**config.mk**
```make
export PLATFORM = sky130hd
export DESIGN_NAME = xirq_ctrl
export DESIGN_NICKNAME = d
export VERILOG_FILES = /design/src/rtl/xirq_pkg.sv /design/src/rtl/xirq_sync.sv /design/src/rtl/xirq_detect.sv /design/src/rtl/xirq_prio.sv /design/src/rtl/xirq_ctrl.sv
export SDC_FILE = /design/constraint.sdc
export NUM_CORES = 1
export LEC_CHECK = 0
export BUFFER_PORTS_ARGS = -buffer_cell sky130_fd_sc_hd__buf_2
export CORE_UTILIZATION = 55
export CTS_BUF_LIST = sky130_fd_sc_hd__clkbuf_8 sky130_fd_sc_hd__clkbuf_16
export DETAILED_ROUTE_END_ITERATION = 10
export PLACE_DENSITY = 0.95
export SYNTH_ARGS = -nofsm -noshare
export SYNTH_HDL_FRONTEND = slang
export SYNTH_SLANG_ARGS = --single-unit
```
**constraint.sdc**
```tcl
create_clock -name clk -period 3.2 [get_ports clk]
set_input_delay 0.64 -clock clk [delete_from_list [all_inputs] [get_ports clk]]
set_output_delay 0.64 -clock clk [all_outputs]
set_load 0.02 [all_outputs]
```
**src/rtl/xirq_pkg.sv**
```systemverilog
// Package xirq_pkg
// Shared constants for the external interrupt controller: register
// offsets, read size codes and code widths. Assumes 32-bit registers.
package xirq_pkg;
    localparam int REG_W   = 32;
    localparam int CODE_W  = 8;
    localparam logic [3:0] OFF_PEND = 4'h0;
    localparam logic [3:0] OFF_MASK = 4'h4;
    localparam logic [3:0] OFF_CFG  = 4'h8;
    localparam logic [3:0] OFF_VEC  = 4'hC;

    typedef enum logic [1:0] {
        SZ_BYTE = 2'd0,
        SZ_HALF = 2'd1,
        SZ_WORD = 2'd2,
        SZ_WRD3 = 2'd3
    } rd_size_e;
endpackage

```
**src/rtl/xirq_sync.sv**
```systemverilog
// Module xirq_sync
// Per-bit multi-stage synchronizer for asynchronous request lines.
// Assumes lines idle high; every stage resets to 1 so that leaving
// reset creates no spurious falling edge.
module xirq_sync #(
    parameter int W      = 8,
    parameter int STAGES = 2
) (
    input  logic         clk,
    input  logic         rst_n,
    input  logic [W-1:0] async_i,
    output logic [W-1:0] sync_o
);
    logic [W-1:0] stage_q [STAGES];

    genvar s;
    generate
        for (s = 0; s < STAGES; s++) begin : g_stage
            if (s == 0) begin : g_first
                // capture the raw asynchronous lines
                always_ff @(posedge clk) begin
                    if (!rst_n) stage_q[0] <= '1;
                    else        stage_q[0] <= async_i;
                end
            end else begin : g_next
                // shift through the following stages
                always_ff @(posedge clk) begin
                    if (!rst_n) stage_q[s] <= '1;
                    else        stage_q[s] <= stage_q[s-1];
                end
            end
        end
    endgenerate

    assign sync_o = stage_q[STAGES-1];
endmodule

```
**src/rtl/xirq_detect.sv**
```systemverilog
// Module xirq_detect
// Per-line request detection. In edge mode a 1->0 transition of the
// synchronized line sets a sticky latch that a write-1 clear removes
// (a new edge wins over a simultaneous clear). In level mode the
// pending bit is the inverse of the synchronized line.
// Assumes sync_i is already synchronous to clk.
module xirq_detect #(
    parameter int W = 8
) (
    input  logic         clk,
    input  logic         rst_n,
    input  logic [W-1:0] sync_i,
    input  logic [W-1:0] edge_en_i,
    input  logic [W-1:0] clr_i,
    output logic [W-1:0] pend_o
);
    logic [W-1:0] prev_q;
    logic [W-1:0] latch_q;
    logic [W-1:0] fall;

    // remember last synchronized value for transition detection
    always_ff @(posedge clk) begin
        if (!rst_n) prev_q <= '1;
        else        prev_q <= sync_i;
    end

    assign fall = prev_q & ~sync_i;

    genvar n;
    generate
        for (n = 0; n < W; n++) begin : g_line
            // sticky edge latch: mode off clears, edge sets, clear removes
            always_ff @(posedge clk) begin
                if (!rst_n)             latch_q[n] <= 1'b0;
                else if (!edge_en_i[n]) latch_q[n] <= 1'b0;
                else if (fall[n])       latch_q[n] <= 1'b1;
                else if (clr_i[n])      latch_q[n] <= 1'b0;
            end

            // a detected edge in edge mode is latched next cycle
            p_edge_set_r2: assert property (@(posedge clk) disable iff (!rst_n)
                (edge_en_i[n] && fall[n]) |=> latch_q[n]);

            // without a clear the latch holds
            p_edge_hold_r2: assert property (@(posedge clk) disable iff (!rst_n)
                (edge_en_i[n] && latch_q[n] && !clr_i[n]) |=> latch_q[n]);

            // edge and clear in the same cycle leaves the bit set
            p_collide_r10: assert property (@(posedge clk) disable iff (!rst_n)
                (edge_en_i[n] && fall[n] && clr_i[n]) |=> latch_q[n]);
        end
    endgenerate

    // select per-line pending source by mode
    always_comb begin
        for (int i = 0; i < W; i++)
            pend_o[i] = edge_en_i[i] ? latch_q[i] : ~sync_i[i];
    end
endmodule

```
**src/rtl/xirq_prio.sv**
```systemverilog
// Module xirq_prio
// Fixed-priority encoder: the lowest index among active lines wins and
// yields code index*STEP; with no active line the idle code is output.
// Assumes STEP is a multiple of 4 so the two low code bits stay zero.
module xirq_prio #(
    parameter int W      = 8,
    parameter int CODE_W = 8,
    parameter int STEP   = 4,
    parameter int IDLE   = 60
) (
    input  logic [W-1:0]      active_i,
    output logic [CODE_W-1:0] code_o
);
    // scan from the lowest priority up so the lowest index ends last
    always_comb begin
        code_o = CODE_W'(IDLE);
        for (int i = W - 1; i >= 0; i--)
            if (active_i[i]) code_o = CODE_W'(i * STEP);
    end

    // code is always aligned to a 4-byte table entry
    always_comb begin
        p_code_align_r5: assert (code_o[1:0] == 2'b00);
    end
endmodule

```
**src/rtl/xirq_ctrl.sv**
```systemverilog
// Module xirq_ctrl
// Top of the external interrupt controller: synchronizes the request
// lines, detects edge or level requests, holds mask and configuration
// registers, encodes the vector and drives irq and wake outputs.
// Assumes word-wide writes and combinational reads, big-endian lanes.
module xirq_ctrl
    import xirq_pkg::*;
#(
    parameter int LINES    = 8,
    parameter int SYNC_STG = 2,
    parameter int STEP     = 4
) (
    input  logic             clk,
    input  logic             rst_n,
    input  logic [LINES-1:0] irq_n_i,
    input  logic             bus_wr,
    input  logic [3:0]       bus_addr,
    input  logic [1:0]       bus_size,
    input  logic [REG_W-1:0] bus_wdata,
    output logic [REG_W-1:0] bus_rdata,
    output logic             irq_o,
    output logic             wake_o
);
    localparam int IDLE_CODE = 60;

    logic [LINES-1:0]  sync_l;
    logic [LINES-1:0]  pend;
    logic [LINES-1:0]  mask_q;
    logic [LINES-1:0]  edge_q;
    logic [LINES-1:0]  wake_q;
    logic [LINES-1:0]  clr;
    logic [LINES-1:0]  active;
    logic [CODE_W-1:0] code;
    logic [REG_W-1:0]  pend_w, mask_w, cfg_w, vec_w, sel_w;
    logic              wr_pend, wr_mask, wr_cfg;

    assign wr_pend = bus_wr && (bus_addr[3:2] == OFF_PEND[3:2]);
    assign wr_mask = bus_wr && (bus_addr[3:2] == OFF_MASK[3:2]);
    assign wr_cfg  = bus_wr && (bus_addr[3:2] == OFF_CFG[3:2]);

    xirq_sync #(.W(LINES), .STAGES(SYNC_STG)) u_sync (
        .clk(clk), .rst_n(rst_n), .async_i(irq_n_i), .sync_o(sync_l)
    );

    xirq_detect #(.W(LINES)) u_detect (
        .clk(clk), .rst_n(rst_n), .sync_i(sync_l),
        .edge_en_i(edge_q), .clr_i(clr), .pend_o(pend)
    );

    // decode write-1-clear bits, line n at bit 31-n
    always_comb begin
        for (int i = 0; i < LINES; i++)
            clr[i] = wr_pend && bus_wdata[REG_W-1-i];
    end

    // mask register write
    always_ff @(posedge clk) begin
        if (!rst_n) mask_q <= '0;
        else if (wr_mask)
            for (int i = 0; i < LINES; i++) mask_q[i] <= bus_wdata[REG_W-1-i];
    end

    // configuration register write: edge and wake bits in pairs from the top
    always_ff @(posedge clk) begin
        if (!rst_n) begin
            edge_q <= '0;
            wake_q <= '0;
        end else if (wr_cfg) begin
            for (int i = 0; i < LINES; i++) begin
                edge_q[i] <= bus_wdata[REG_W-1-2*i];
                wake_q[i] <= bus_wdata[REG_W-2-2*i];
            end
        end
    end

    // line 0 bypasses its mask
    always_comb begin
        active    = pend & ~mask_q;
        active[0] = pend[0];
    end

    xirq_prio #(.W(LINES), .CODE_W(CODE_W), .STEP(STEP), .IDLE(IDLE_CODE)) u_prio (
        .active_i(active), .code_o(code)
    );

    assign irq_o  = |active;
    assign wake_o = |(pend & wake_q);

    // assemble register images for reading
    always_comb begin
        pend_w = '0;
        mask_w = '0;
        cfg_w  = '0;
        for (int i = 0; i < LINES; i++) begin
            pend_w[REG_W-1-i]   = pend[i];
            mask_w[REG_W-1-i]   = mask_q[i];
            cfg_w[REG_W-1-2*i]  = edge_q[i];
            cfg_w[REG_W-2-2*i]  = wake_q[i];
        end
        vec_w = {code, {(REG_W-CODE_W){1'b0}}};
    end

    // pick the addressed register
    always_comb begin
        unique case (bus_addr[3:2])
            OFF_PEND[3:2]: sel_w = pend_w;
            OFF_MASK[3:2]: sel_w = mask_w;
            OFF_CFG[3:2]:  sel_w = cfg_w;
            default:       sel_w = vec_w;
        endcase
    end

    // size and lane selection, right-justified, big-endian lanes
    always_comb begin
        bus_rdata = '0;
        case (bus_size)
            SZ_BYTE: bus_rdata[7:0]  = sel_w[(REG_W-1-8*bus_addr[1:0]) -: 8];
            SZ_HALF: bus_rdata[15:0] = bus_addr[1] ? sel_w[15:0] : sel_w[31:16];
            default: bus_rdata       = sel_w;
        endcase
    end

    // a pending line 0 always raises the interrupt
    p_line0_irq_r4: assert property (@(posedge clk) disable iff (!rst_n)
        pend[0] |-> irq_o);

    // with no interrupt asserted the vector shows the idle code
    p_idle_code_r5: assert property (@(posedge clk) disable iff (!rst_n)
        !irq_o |-> (code == CODE_W'(IDLE_CODE)));

    // a wake-enabled pending line raises wake even when masked
    p_wake_r7: assert property (@(posedge clk) disable iff (!rst_n)
        (|(pend & wake_q & mask_q)) |-> wake_o);

    // the interrupt drops exactly when the idle code is shown
    p_irq_code_r6: assert property (@(posedge clk) disable iff (!rst_n)
        irq_o |-> (code != CODE_W'(IDLE_CODE)));
endmodule

```
Word level (Yosys, flattened, before mapping):

Memories as Yosys holds them, arrays and structs flattened.
Cells that the tools add are included.

* add/sub/neg operators: 1
* eq/ne operators: 3
* shift-type cells: 1
* mux-type cells: 41
* bitwise operators: 15
* reduce and logical (&&, ||, !) cells: 32

Operators with widths (number)
* $pmux W32 S3: 1
* $mux W6: 8
* $shiftx A39 B33 Y8: 1
* $mux W16: 2
* $pmux W8 S2: 2
* $mux W1: 26
* $and A8 B8 Y8: 3
* $mux W8: 2
* $not A8 Y8: 2
* $reduce_and A2 Y1: 8
* $reduce_bool A2 Y1: 8
* $reduce_or A8 Y1: 2
* $logic_and A1 B1 Y1: 11
* $not A1 Y1: 8
* $sub A5 B5 Y6 const A: 1
* $eq A2 B1 Y1 const B: 2
* $logic_not A2 Y1: 2
* $eq A2 B2 Y1 const B: 1
* $or A1 B1 Y1: 2
* $reduce_or A2 Y1: 1

* bits in registers: 40
* RAM bits: 16
* input bits: 49
* output and inout bits: 34
* memories: 1

Memories
* u_sync.stage_q: depth 2, width 8, rd ports 2, clocked after memory_dff 0, wr ports 2, line xirq_sync.sv:14 `logic [W-1:0] stage_q [STAGES];`

Logic depth before layout (Yosys ltp):

Gate-level depths: netlist of the first run.
An unclocked memory read counts as a cell.

* word-level depth: 15
* mapped depth: 8
* gate-level depth less buffers: 5

Modules after synthesis:

A second synthesis of the first run with hierarchy kept.

* cell total of the unflattened synthesis: 292
* area, all modules: 2758.9 µm²

By module, submodules not included
* xirq_ctrl: instances 1, cells an instance 170, area each 1532.7 µm², sequential area each 480.5 µm²
* xirq_detect: instances 1, cells an instance 73, area each 698.2 µm², sequential area each 320.3 µm²
* xirq_sync: instances 1, cells an instance 33, area each 431.7 µm², sequential area each 320.3 µm²
* xirq_prio: instances 1, cells an instance 16, area each 96.3 µm², sequential area each 0.0 µm²

Worst setup path before layout of the first run:

No wires, ideal clock.

* path kind: input-to-output
* from: input port bus_addr[2]
* to: output port bus_rdata[3]
* data arrival time: 2.111 ns
* required time: 2.560 ns
* slack: 0.449 ns
* cell stages on the path: 7
* cells stage by stage: clkbuf_1 clkbuf_1 nand2_1 o31ai_1 o22a_1 inv_1 o31ai_1

* cells in the longest elaborated chain, start to end: 4
* elaborated cells between the ends (all ways): 7
* those cells by class: eq/ne: 2; shift: 1; mux: 3; reduce/logical: 1

Ends and longest elaborated chain
* from (decl): line xirq_ctrl.sv:17 `input logic [3:0] bus_addr,`
* $eq A2 B2 Y1 (tied with other cells): line xirq_ctrl.sv:105 `unique case (bus_addr[3:2])`
* $pmux W32 S3 *: line xirq_ctrl.sv:105
* $shiftx A39 B33 Y8 or $mux W16 (tied branches): line xirq_ctrl.sv:117, xirq_ctrl.sv:118
* $pmux W8 S2 *: line xirq_ctrl.sv:116 `case (bus_size)`
* to (decl): line xirq_ctrl.sv:20 `output logic [REG_W-1:0] bus_rdata,`

Every way passes the cells marked *; elsewhere a longest branch is shown, timed or not.

Final worst setup path of the first run:

* from: register edge_q[3]
* to: output port bus_rdata[4]

* cells in the longest elaborated chain, start to end: 9

Ends and longest elaborated chain
* from (decl): line xirq_ctrl.sv:29 `logic [LINES-1:0] edge_q;`
* from (signal, indexed assignment): line xirq_ctrl.sv:70 `edge_q[i] <= bus_wdata[REG_W-1-2*i];`
* $mux W1: line xirq_detect.sv:57 `pend_o[i] = edge_en_i[i] ? latch_q[i] : ~sync_i[i];`
* $and A8 B8 Y8: line xirq_ctrl.sv:78 `active = pend & ~mask_q;`
* $mux W6 (4 in a row): line xirq_prio.sv:18 `if (active_i[i]) code_o = CODE_W'(i * STEP);`
* $pmux W32 S3 *: line xirq_ctrl.sv:105
* $shiftx A39 B33 Y8 *: line xirq_ctrl.sv:117 `SZ_BYTE: bus_rdata[7:0] = sel_w[(REG_W-1-8*bus_addr[1:0]) -: 8];`
* $pmux W8 S2 *: line xirq_ctrl.sv:116

Marked as above.

==> metrics.log, run 1 <==
INFO  metric path_type_of_the_worst_setup_path = register to output port
INFO  metric antenna_cells_inserted = 0
INFO  metric synth.lib_cells_used.distinct = 38
INFO  metric register_area = 1120 um^2
INFO  metric dieWidth = 71.6 um
INFO  metric maxSlewViolCount = 0
INFO  metric endpoint_kind = output port
INFO  metric antenna_violations_before_repair = 0
INFO  metric route.detailed.drc = 0
INFO  metric synthesis.nets = 365
INFO  metric top_layer_used = met4
INFO  metric num-fill-cells = 346
INFO  metric netlist_area = 2670 um^2
INFO  metric power_density = 436 nW/um^2
INFO  metric cts.htree.levels = 2
INFO  metric yosys.area_share.simple = 0.329
INFO  metric io_buffer_count = 66
INFO  metric clock_power_share = 0.327
INFO  metric wirelength_met1 = 2.60 mm
INFO  metric cts_tree = yes
INFO  metric vias_per_cell = 5.55
INFO  metric initial_util = 0.592
INFO  metric pin_count_of_the_biggest_net_entering_global_routing = 57
INFO  metric skew = 10.1 ps
INFO  metric worstSkewPairLatency = 300 ps
INFO  metric rsz0062_at_grt = no
INFO  metric yosysSeqAreaShare = 0.420
INFO  metric core_region_area = 4500 um^2
INFO  metric synth_fa_ha_area_frac = 0
INFO  metric layout-area-overhead-vs-synth = 17.6%
INFO  metric clock.fmax = 337 MHz
INFO  metric critPathArrivalTime = 2330 ps
INFO  metric post_cts_resized = 0
INFO  metric switching_portion_of_total_power = 0.248
INFO  metric run_status = completed
INFO  metric timing.critical_path.buf_inv = 1
INFO  metric setup-tns-final = 0 ps
INFO  metric synth_compound_area_frac = 0.170
INFO  metric track_usage = 0.252
INFO  metric cts_max_path_buffers = 2
INFO  metric tightestPinTransition = 850 ps
INFO  metric die_h = 71.6 um
INFO  metric internal-power = 1.03 mW
INFO  metric p_sw = 0.338 mW
INFO  metric crit_path_max_incr_delay = 520 ps
INFO  metric vias_in_the_first_global_route = 2163
INFO  metric ir_drop = 0.381 mV
INFO  metric cts_root_buf = clkbuf_8
INFO  metric multi_input_area = 1470 um^2
INFO  metric critPathLaunchType = register
INFO  metric synth.yosys.warnings = 0
INFO  metric overflow = 0
INFO  metric routed_wire_length_per_instance = 14.2 um
INFO  metric cp_data_required_time = 2560 ps
INFO  metric post_cts_repair_setup_buffers = 0
INFO  metric critical-path-top-delay-family = simple AND/OR/NAND/NOR gates
INFO  metric power_frac_seq = 0.538
INFO  metric num_vias = 2383
INFO  metric nNetsFinal = 425
INFO  metric cts-hold-fix-buffers = 0
INFO  metric fraction_of_final_layout_cells_with_drive_strength_greater_than_1 = 0.225
INFO  metric count_of_state_elements_after_synthesis = 56
INFO  metric timing.max_cap.violations = 0
INFO  metric max-slew-margin-rel = 0.433
INFO  metric grt_first_pass_wirelength = 10.1 mm
INFO  metric cts_made_buffers = 5
INFO  metric tritoncts_num_sinks = 56
INFO  metric layout.cells.most_common_list = buf_2, dfxtp_1, nand2_1
INFO  metric drtAntennaViolNets = 0
INFO  metric final_hold_viol_count = 0
INFO  metric setup-violations-final = 0
INFO  metric detail_route.iter0.violations = 190
INFO  metric route.met2.wl = 2.85 mm
INFO  metric final.min_clock_period = 2970 ps
INFO  metric worstPathCellList = nor2b_4 -> or3_4 -> nor4b_4 -> mux4_2 -> a32o_2 -> buf_2
INFO  metric synthCells = 316
INFO  metric netlist_top_cells_area = dfxtp_1, nor2b_1, nand2_1, nand2b_1, mux2i_1
INFO  metric layout.core_utilization = 0.696
INFO  metric gpl_wtd_cong = 0.942
INFO  metric wl_met3 = 457 um
INFO  metric stdcell_count = 429
INFO  metric p_leak = 1.46 nW
INFO  metric critical_path.max_fanout = 5
INFO  metric synthDominantCellAreaShare = 0.420
INFO  metric floorplan.rows = 24
INFO  metric holdCritPathClass = register to register
INFO  metric final_common_cell = buf_2
INFO  metric io-pin-count = 83
INFO  metric dominant_combinational_cell_family_by_area_after_synthesis = simple AND/OR/NAND/NOR gates
INFO  metric dp.cells = 421
INFO  metric min_period_over_period = 0.928
INFO  metric wirelength = 6.08 mm
INFO  metric yosys.area_share.xor_xnor = 0
INFO  metric detailedRoute.firstPassIterationCount = 7
INFO  metric floorplan.die_area = 5130 um^2
INFO  metric muxShareOfSynthArea = 0.0511
INFO  metric synth_top_area_cell = dfxtp_1
INFO  metric p_comb_frac = 0.135
INFO  metric critical-path-slowest-cell = mux4_2
INFO  metric path_clk_slew = 100 ps
INFO  metric detailed_place_hpwl = 4.36 mm
INFO  metric postSynthAreaPerCell = 8.44 um^2
-- flip-flops by register name, indices dropped and copies added (netlist names) --
| register | flops |
|---|---|
| wake_q | 8 |
| u_sync.stage_q | 16 |
| mask_q | 8 |
| edge_q | 8 |
| u_detect.prev_q | 8 |
| u_detect.latch_q | 8 |
-- worst reg2reg max path: stages (launching register included) --
cell,delay [ps]
dfxtp_1,490
nand2_1,80
a21boi_1,150
-- per-stage QoR --
step | setup WS (ps) | area, um^2 | power (mW) | hold slack [ps]
global placement | 614 | 3020 | 0.926 | 388
global route | 136 | 3130 | 1.43 | 435
CTS | 234 | 3130 | 1.37 | 415
finish | 229 | 3130 | 1.37 | 412
floorplan | 449 | 2670 | 0.871 | 386
detailed placement | 603 | 3020 | 0.932 | 394
-- area by class of cell --
cell class | count | share of cell area
multi-input combinational | 240 | 0.469
sequential | 56 | 0.358
timing repair buffer | 69 | 0.113
clock buffer | 5 | 0.0220
tap | 52 | 0.0208
clock inverter | 3 | 0.0136
inverter | 4 | 0.00479
-- power groups by stage --
stage	clock network (mW)	logic [mW]	registers [mW]
floorplan	0	0.126	0.745
detailed placement	0	0.181	0.751
global route	0.492	0.203	0.738
global placement	0	0.176	0.750
finish	0.447	0.184	0.735
CTS	0.456	0.182	0.735
-- worst paths after layout --
| check | slack (ps) | start | endpoint | depth (start not counted) |
|---|---|---|---|---|
| setup / recovery | 230 | edge_q[3] | bus_rdata[4] | 6 |
| hold / removal | 410 | u_sync.stage_q[0][6] | u_sync.stage_q[1][6] | 1 |
| setup reg to reg | 2410 | edge_q[6] | edge_q[6] | 2 |
| hold reg to reg | 410 | u_sync.stage_q[0][6] | u_sync.stage_q[1][6] | 1 |
-- routing by layer --
metal	vias up	GRT usage
met5	-	0
met4	0	0.107
met2	123	0.408
met1	1048	0.327
li1	1193	-
met3	19	0.0563
-- synth_stat cells --
cell type and instances:
and2_1 2, a21o_1 1, nor4_1 2, nor3_2 2, nor2b_1 33, o211ai_1 1
a21boi_0 9, nand2_1 53, mux2i_1 10, and3_1 9, a211oi_1 2, dfxtp_1 56
o211a_1 5, o21ai_0 4, clkbuf_1 15, buf_2 1, nand4_1 1, nor2_1 19
nor3_1 8, a21oi_1 16, or3_1 3, a2bb2oi_1 5, a31oi_1 1, o31ai_1 4
a22oi_1 2, or3_4 1, a41oi_1 1, nor2b_4 1, nor4b_4 1, nand2b_1 25
mux4_2 1, nor3b_1 3, a21boi_1 11, a32o_2 1, nand3b_1 1, o22a_1 1
inv_1 4, mux2i_2 1
-- cell families after synthesis --
group | after synthesis
simple gates | 164
mux | 12
flops | 56
buf+inv | 20
compound gates | 64
Note: power is estimated with default switching activity, not from simulation.
==> inputs of run 2 (changes only) <==
--- a/config.mk
+++ b/config.mk
@@ -9,7 +9,7 @@
 export CORE_UTILIZATION = 55
 export CTS_BUF_LIST = sky130_fd_sc_hd__clkbuf_8 sky130_fd_sc_hd__clkbuf_16
 export DETAILED_ROUTE_END_ITERATION = 10
-export PLACE_DENSITY = 0.95
+export PLACE_DENSITY = 0.83
 export SYNTH_ARGS = -nofsm -noshare
 export SYNTH_HDL_FRONTEND = slang
 export SYNTH_SLANG_ARGS = --single-unit
==> run 2 against run 1 <==
Effect of this change:
- die area is the same
- largest cell class unchanged
- critical path type unchanged
- clock-buffer cell count stayed put
- hold slack better by 0.71 ps
- combinational power is essentially flat
- largest power group unchanged
- non-clock buffer count up 1
==> metrics.log, run 2 (synthesized netlist as in run 1, its figures left out) <==
INFO  metric num-fill-cells = 351
INFO  metric p_leak = 1.47 nW
INFO  metric setup-tns-final = 0 ps
INFO  metric post_cts_repair_setup_buffers = 0
INFO  metric grt_first_pass_wirelength = 9.50 mm
INFO  metric num_vias = 2326
INFO  metric max-slew-margin-rel = 0.413
INFO  metric clock.fmax = 341 MHz
INFO  metric power_frac_seq = 0.537
INFO  metric floorplan.die_area = 5130 um^2
INFO  metric wirelength = 5.83 mm
INFO  metric cp_data_required_time = 2560 ps
INFO  metric path_type_of_the_worst_setup_path = register to output port
INFO  metric route.detailed.drc = 0
INFO  metric cts.htree.levels = 2
INFO  metric switching_portion_of_total_power = 0.248
INFO  metric p_comb_frac = 0.134
INFO  metric ir_drop = 0.336 mV
INFO  metric cts_made_buffers = 5
INFO  metric layout-area-overhead-vs-synth = 17.8%
INFO  metric cts_tree = yes
INFO  metric io-pin-count = 83
INFO  metric rsz0062_at_grt = no
INFO  metric vias_in_the_first_global_route = 1999
INFO  metric endpoint_kind = output port
INFO  metric power_density = 435 nW/um^2
INFO  metric critical_path.max_fanout = 5
INFO  metric floorplan.rows = 24
INFO  metric worstSkewPairLatency = 300 ps
INFO  metric tightestPinTransition = 881 ps
INFO  metric drtAntennaViolNets = 0
INFO  metric track_usage = 0.239
INFO  metric initial_util = 0.592
INFO  metric cts-hold-fix-buffers = 0
INFO  metric dieWidth = 71.6 um
INFO  metric detail_route.iter0.violations = 240
INFO  metric clock_power_share = 0.329
INFO  metric detailed_place.area = 3030 um^2
INFO  metric gpl_wtd_cong = 0.889
INFO  metric holdCritPathClass = register to register
INFO  metric nNetsFinal = 426
INFO  metric core_region_area = 4500 um^2
INFO  metric maxSlewViolCount = 0
INFO  metric io_buffer_count = 66
INFO  metric critPathLaunchType = register
INFO  metric antenna_cells_inserted = 0
INFO  metric post_cts_resized = 0
INFO  metric layout.cells.most_common_list = buf_2, dfxtp_1, nand2_1
INFO  metric detailed_place_hpwl = 4.20 mm
INFO  metric run_status = completed
INFO  metric largest_reg_flops = 16
INFO  metric fraction_of_final_layout_cells_with_drive_strength_greater_than_1 = 0.228
INFO  metric die_h = 71.6 um
INFO  metric vias_per_cell = 5.41
INFO  metric detailedRoute.firstPassIterationCount = 4
INFO  metric cts_max_path_buffers = 2
INFO  metric critPathArrivalTime = 2290 ps
INFO  metric registers.top_by_ff_count = u_sync.stage_q
INFO  metric tritoncts_num_sinks = 56
INFO  metric p_sw = 0.339 mW
INFO  metric pin_count_of_the_biggest_net_entering_global_routing = 57
INFO  metric cts_root_buf = clkbuf_8
INFO  metric timing.max_cap.violations = 0
INFO  metric final_hold_viol_count = 0
INFO  metric path_clk_slew = 90 ps
INFO  metric antenna_violations_before_repair = 0
INFO  metric overflow = 0
INFO  metric skew = 3.06 ps
INFO  metric final_common_cell = buf_2
INFO  metric final.min_clock_period = 2930 ps
INFO  metric fin_area = 3140 um^2
INFO  metric routed_wire_length_per_instance = 13.6 um
INFO  metric min_period_over_period = 0.916
INFO  metric setup-violations-final = 0
INFO  metric internal-power = 1.03 mW
-- run 2: cell count changes in the layout (fill, tap and decap cells not counted), sizes merged --
| cell | previous run | this run |
|---|---|---|
| buf | 69 | 70 |
-- run 2: cell type report --
class / count / area [um^2] / share of cell area
inverter: 4 / 15.0 / 0.00478
clock buffer: 5 / 68.8 / 0.0219
multi-input combinational: 240 / 1470 / 0.468
sequential: 56 / 1120 / 0.357
clock inverter: 3 / 42.5 / 0.0135
timing repair buffer: 70 / 360 / 0.115
tap: 52 / 65.1 / 0.0207
-- run 2: per-stage QoR --
step / setup slack [ps] / hold WS [ps] / utilization / cells / total power, mW
finish: 268 / 413 / 0.698 / 430 / 1.37
global route: 141 / 427 / 0.698 / 430 / 1.43
CTS: 259 / 415 / 0.698 / 430 / 1.38
detailed placement: 550 / 392 / 0.673 / 422 / 0.932
global placement: 601 / 388 / 0.673 / 422 / 0.929
floorplan: 449 / 386 / - / 316 / 0.871
-- run 2: metal layers --
metal	track usage	up-vias	wire length (um)	part of all wire
met5	0	-	0	0
met1	0.333	1035	2750	0.47
met3	0.0408	5	409	0.070
met2	0.387	91	2610	0.45
li1	-	1195	-	-
met4	0.0588	0	57	0.0098
-- run 2: final timing paths --
kind | from | end | slack, ps | cells past startpoint
setup reg to reg | edge_q[4] | edge_q[4] | 2400 | 2
hold reg to reg | u_sync.stage_q[0][0] | u_sync.stage_q[1][0] | 410 | 1
setup / recovery | edge_q[3] | bus_rdata[4] | 270 | 6
hold / removal | u_sync.stage_q[0][0] | u_sync.stage_q[1][0] | 410 | 1
-- run 2: worst max-delay path: stages, from the launching register on --
cell,delay (ps)
dfxtp_1,370
nor2b_4,150
or3_4,380
nor4b_4,150
mux4_2,520
a32o_2,280
buf_2,150
-- run 2: power groups by stage --
stage                     Sequential [mW]  Combinational, mW  Clock, mW
final                               0.735              0.183      0.450
after global routing                0.739              0.202      0.489
after CTS                           0.735              0.181      0.461
after detailed placement            0.751              0.181          0
after global placement              0.751              0.178          0
after floorplan                     0.745              0.126          0
==> inputs of run 3 (changes only) <==
--- a/config.mk
+++ b/config.mk
@@ -5,8 +5,9 @@
 export SDC_FILE = /design/constraint.sdc
 export NUM_CORES = 1
 export LEC_CHECK = 0
+export ABC_AREA = 1
 export BUFFER_PORTS_ARGS = -buffer_cell sky130_fd_sc_hd__buf_2
-export CORE_UTILIZATION = 55
+export CORE_UTILIZATION = 54
 export CTS_BUF_LIST = sky130_fd_sc_hd__clkbuf_8 sky130_fd_sc_hd__clkbuf_16
 export DETAILED_ROUTE_END_ITERATION = 10
 export PLACE_DENSITY = 0.83
==> run 3 against run 2 <==
Effect of this change:
- non-clock buffer count decreased by 3
- critical path type is now primary input to output port
- largest power group unchanged
- sequential share of layout area increased by 2.6 points
- flip-flop and latch count unchanged
- clock skew increased by 3.3 ps
- total power decreased by 3.9%
- largest cell class unchanged
- setup slack improved by 250 ps
- sequential power increased by 0.5%
- utilization decreased by 2.9 points
- critical endpoint is now bus_rdata[10]
- critical path depth increased by 3
- synthesized cell count increased by 9.5%
==> metrics.log, run 3 <==
INFO  metric hold_path_end = u_sync.stage_q[1][3]
INFO  metric yosys_most_used_dff = dfxtp_1
INFO  metric detail_route.iter0.violations = 191
INFO  metric cts_tree = yes
INFO  metric register_area = 1120 um^2
INFO  metric num_vias = 2485
INFO  metric yosysSeqAreaShare = 0.452
INFO  metric synthMostInstantiatedCell = nand2_1
INFO  metric netlist_top_cells_area = dfxtp_1, nand2_1, inv_1, a21oi_1, o21ai_0
INFO  metric r2r_cells = 3
INFO  metric postSynthAreaPerCell = 7.17 um^2
INFO  metric synth-async-reset-ratio = 0
INFO  metric detailed_place.area = 2840 um^2
INFO  metric die_h = 69.8 um
INFO  metric synth_cell_count_leaders = nand2_1, dfxtp_1, inv_1
INFO  metric synthesis.nets = 395
INFO  metric setup-tns-final = 0 ps
INFO  metric critPathArrivalTime = 2050 ps
INFO  metric cts_made_buffers = 5
INFO  metric path_type_of_the_worst_setup_path = primary input to output port
INFO  metric synth_top_area_cell = dfxtp_1
INFO  metric fraction_of_final_layout_cells_with_drive_strength_greater_than_1 = 0.237
INFO  metric final_hold_viol_count = 0
INFO  metric detailed_place_hpwl = 4.49 mm
INFO  metric count_of_state_elements_after_synthesis = 56
INFO  metric multi_input_area = 1120 um^2
INFO  metric holdCritPathClass = register to register
INFO  metric power_density = 449 nW/um^2
INFO  metric min_period_over_period = 0.840
INFO  metric antenna_cells_inserted = 0
INFO  metric tritoncts_num_sinks = 56
INFO  metric worst-r2r-setup-slack = 2420 ps
INFO  metric max-slew-margin-rel = 0.348
INFO  metric holdCritStartpoint = u_sync.stage_q[0][3]
INFO  metric nNetsFinal = 458
INFO  metric registers.top_by_ff_count = u_sync.stage_q
INFO  metric cts.htree.levels = 2
INFO  metric floorplan.rows = 24
INFO  metric worstReg2RegEnd = u_detect.latch_q[0]
INFO  metric core_region_area = 4380 um^2
INFO  metric skew = 6.40 ps
INFO  metric routed_wire_length_per_instance = 12.9 um
INFO  metric place_worst_setup_slack = 555 ps
INFO  metric ir_drop = 0.384 mV
INFO  metric vias_in_the_first_global_route = 2185
INFO  metric largest_reg_flops = 16
INFO  metric run_status = completed
INFO  metric cts-hold-fix-buffers = 0
INFO  metric synthCells = 346
INFO  metric clock.fmax = 372 MHz
INFO  metric path_clk_slew = 90 ps
INFO  metric floorplan.die_area = 4870 um^2
INFO  metric hold_ws = 417 ps
INFO  metric io-pin-count = 83
INFO  metric post_cts_repair_setup_buffers = 0
INFO  metric layout.cells.most_common_list = buf_2, nand2_1, dfxtp_1
INFO  metric post-layout-total-power = 1.31 mW
INFO  metric synth_edf_count = 0
INFO  metric track_usage = 0.251
INFO  metric grt_first_pass_wirelength = 9.69 mm
INFO  metric gpl_wtd_cong = 0.900
INFO  metric timing.max_cap.violations = 0
INFO  metric final_common_cell = buf_2
INFO  metric route.detailed.drc = 0
INFO  metric critPathLaunchType = primary input
INFO  metric tightestPinTransition = 976 ps
INFO  metric endpoint_kind = output port
INFO  metric regToRegStartpoint = u_sync.stage_q[1][0]
INFO  metric worstSkewPairLatency = 300 ps
INFO  metric critical_path.max_fanout = 13
INFO  metric num-fill-cells = 403
INFO  metric synth.lib_cells_used.distinct = 24
INFO  metric overflow = 0
INFO  metric fin_ws = 513 ps
INFO  metric post_cts_resized = 0
INFO  metric layout-area-overhead-vs-synth = 18.1%
INFO  metric synthDominantCellAreaShare = 0.452
INFO  metric maxSlewViolCount = 0
INFO  metric initial_util = 0.566
INFO  metric cts_root_buf = clkbuf_8
INFO  metric worstHoldPathCells = 1
INFO  metric detailedRoute.firstPassIterationCount = 4
INFO  metric p_leak = 1.34 nW
INFO  metric pin_count_of_the_biggest_net_entering_global_routing = 33
INFO  metric final.min_clock_period = 2690 ps
INFO  metric vias_per_cell = 5.38
INFO  metric io_buffer_count = 66
INFO  metric setup-violations-final = 0
INFO  metric dieWidth = 69.8 um
INFO  metric rsz0062_at_grt = no
INFO  metric netlist_area = 2480 um^2
INFO  metric antenna_violations_before_repair = 0
INFO  metric cts_max_path_buffers = 2
INFO  metric fin_area = 2930 um^2
INFO  metric wirelength = 5.98 mm
INFO  metric drtAntennaViolNets = 0
INFO  metric synth.yosys.warnings = 0
INFO  metric cp_data_required_time = 2560 ps
## run 3: changes by cell type in the layout (fill, tap and decap cells not counted), moves of 11 or more
cell,previous run,this run
nand2b_1,25,0
o21ai_0,4,33
inv_1,4,48
a21boi_1,11,0
nor2_1,19,31
nor2b_1,33,0
or2_2,0,16
a21oi_1,16,35
## run 3: metal layers
metal | share of wire | track usage | wire (um)
met5 | 0 | 0 | 0
met4 | 0.0070 | 0.0778 | 42
met3 | 0.059 | 0.0407 | 351
met2 | 0.47 | 0.432 | 2820
met1 | 0.46 | 0.321 | 2770
## run 3: final cells by class
cell class / count / share of cell area
clock buffer: 6 / 0.0282
clock inverter: 2 / 0.00384
inverter: 50 / 0.0641
multi-input combinational: 229 / 0.384
sequential: 56 / 0.383
tap: 52 / 0.0222
timing repair buffer: 67 / 0.115
## run 3: cells by family after synthesis
| kind of cell | synth area share |
|---|---|
| AOI/OAI and AO/OA | 0.215 |
| buffers and inverters | 0.0953 |
| DFF | 0.452 |
| and+or+nand+nor | 0.238 |
## run 3: worst max-delay path by stage
stage	from	to
after global routing	bus_addr[3]	bus_rdata[26]
after CTS	bus_addr[3]	bus_rdata[10]
final	bus_addr[3]	bus_rdata[10]
after detailed placement	bus_addr[3]	bus_rdata[10]
after floorplan	bus_addr[3]	bus_rdata[6]
after global placement	bus_addr[3]	bus_rdata[26]
## run 3: critical path, stage by stage
cell      delay [ps]
buf_2            130
inv_2            100
nor2_4            70
inv_2            240
o22ai_1          110
a21oi_1          230
a21boi_0         290
nor2_1            70
buf_2            160
## run 3: where the power goes
part	internal (mW)	switching (mW)
registers	0.725	0.0140
logic	0.0642	0.123
clock network	0.173	0.215
total	0.962	0.352
## run 3: stage by stage
stage                util  std cells
global placement    0.647        454
floorplan               -        346
detailed placement  0.647        454
finish              0.668        462
global route        0.668        462
CTS                 0.668        462
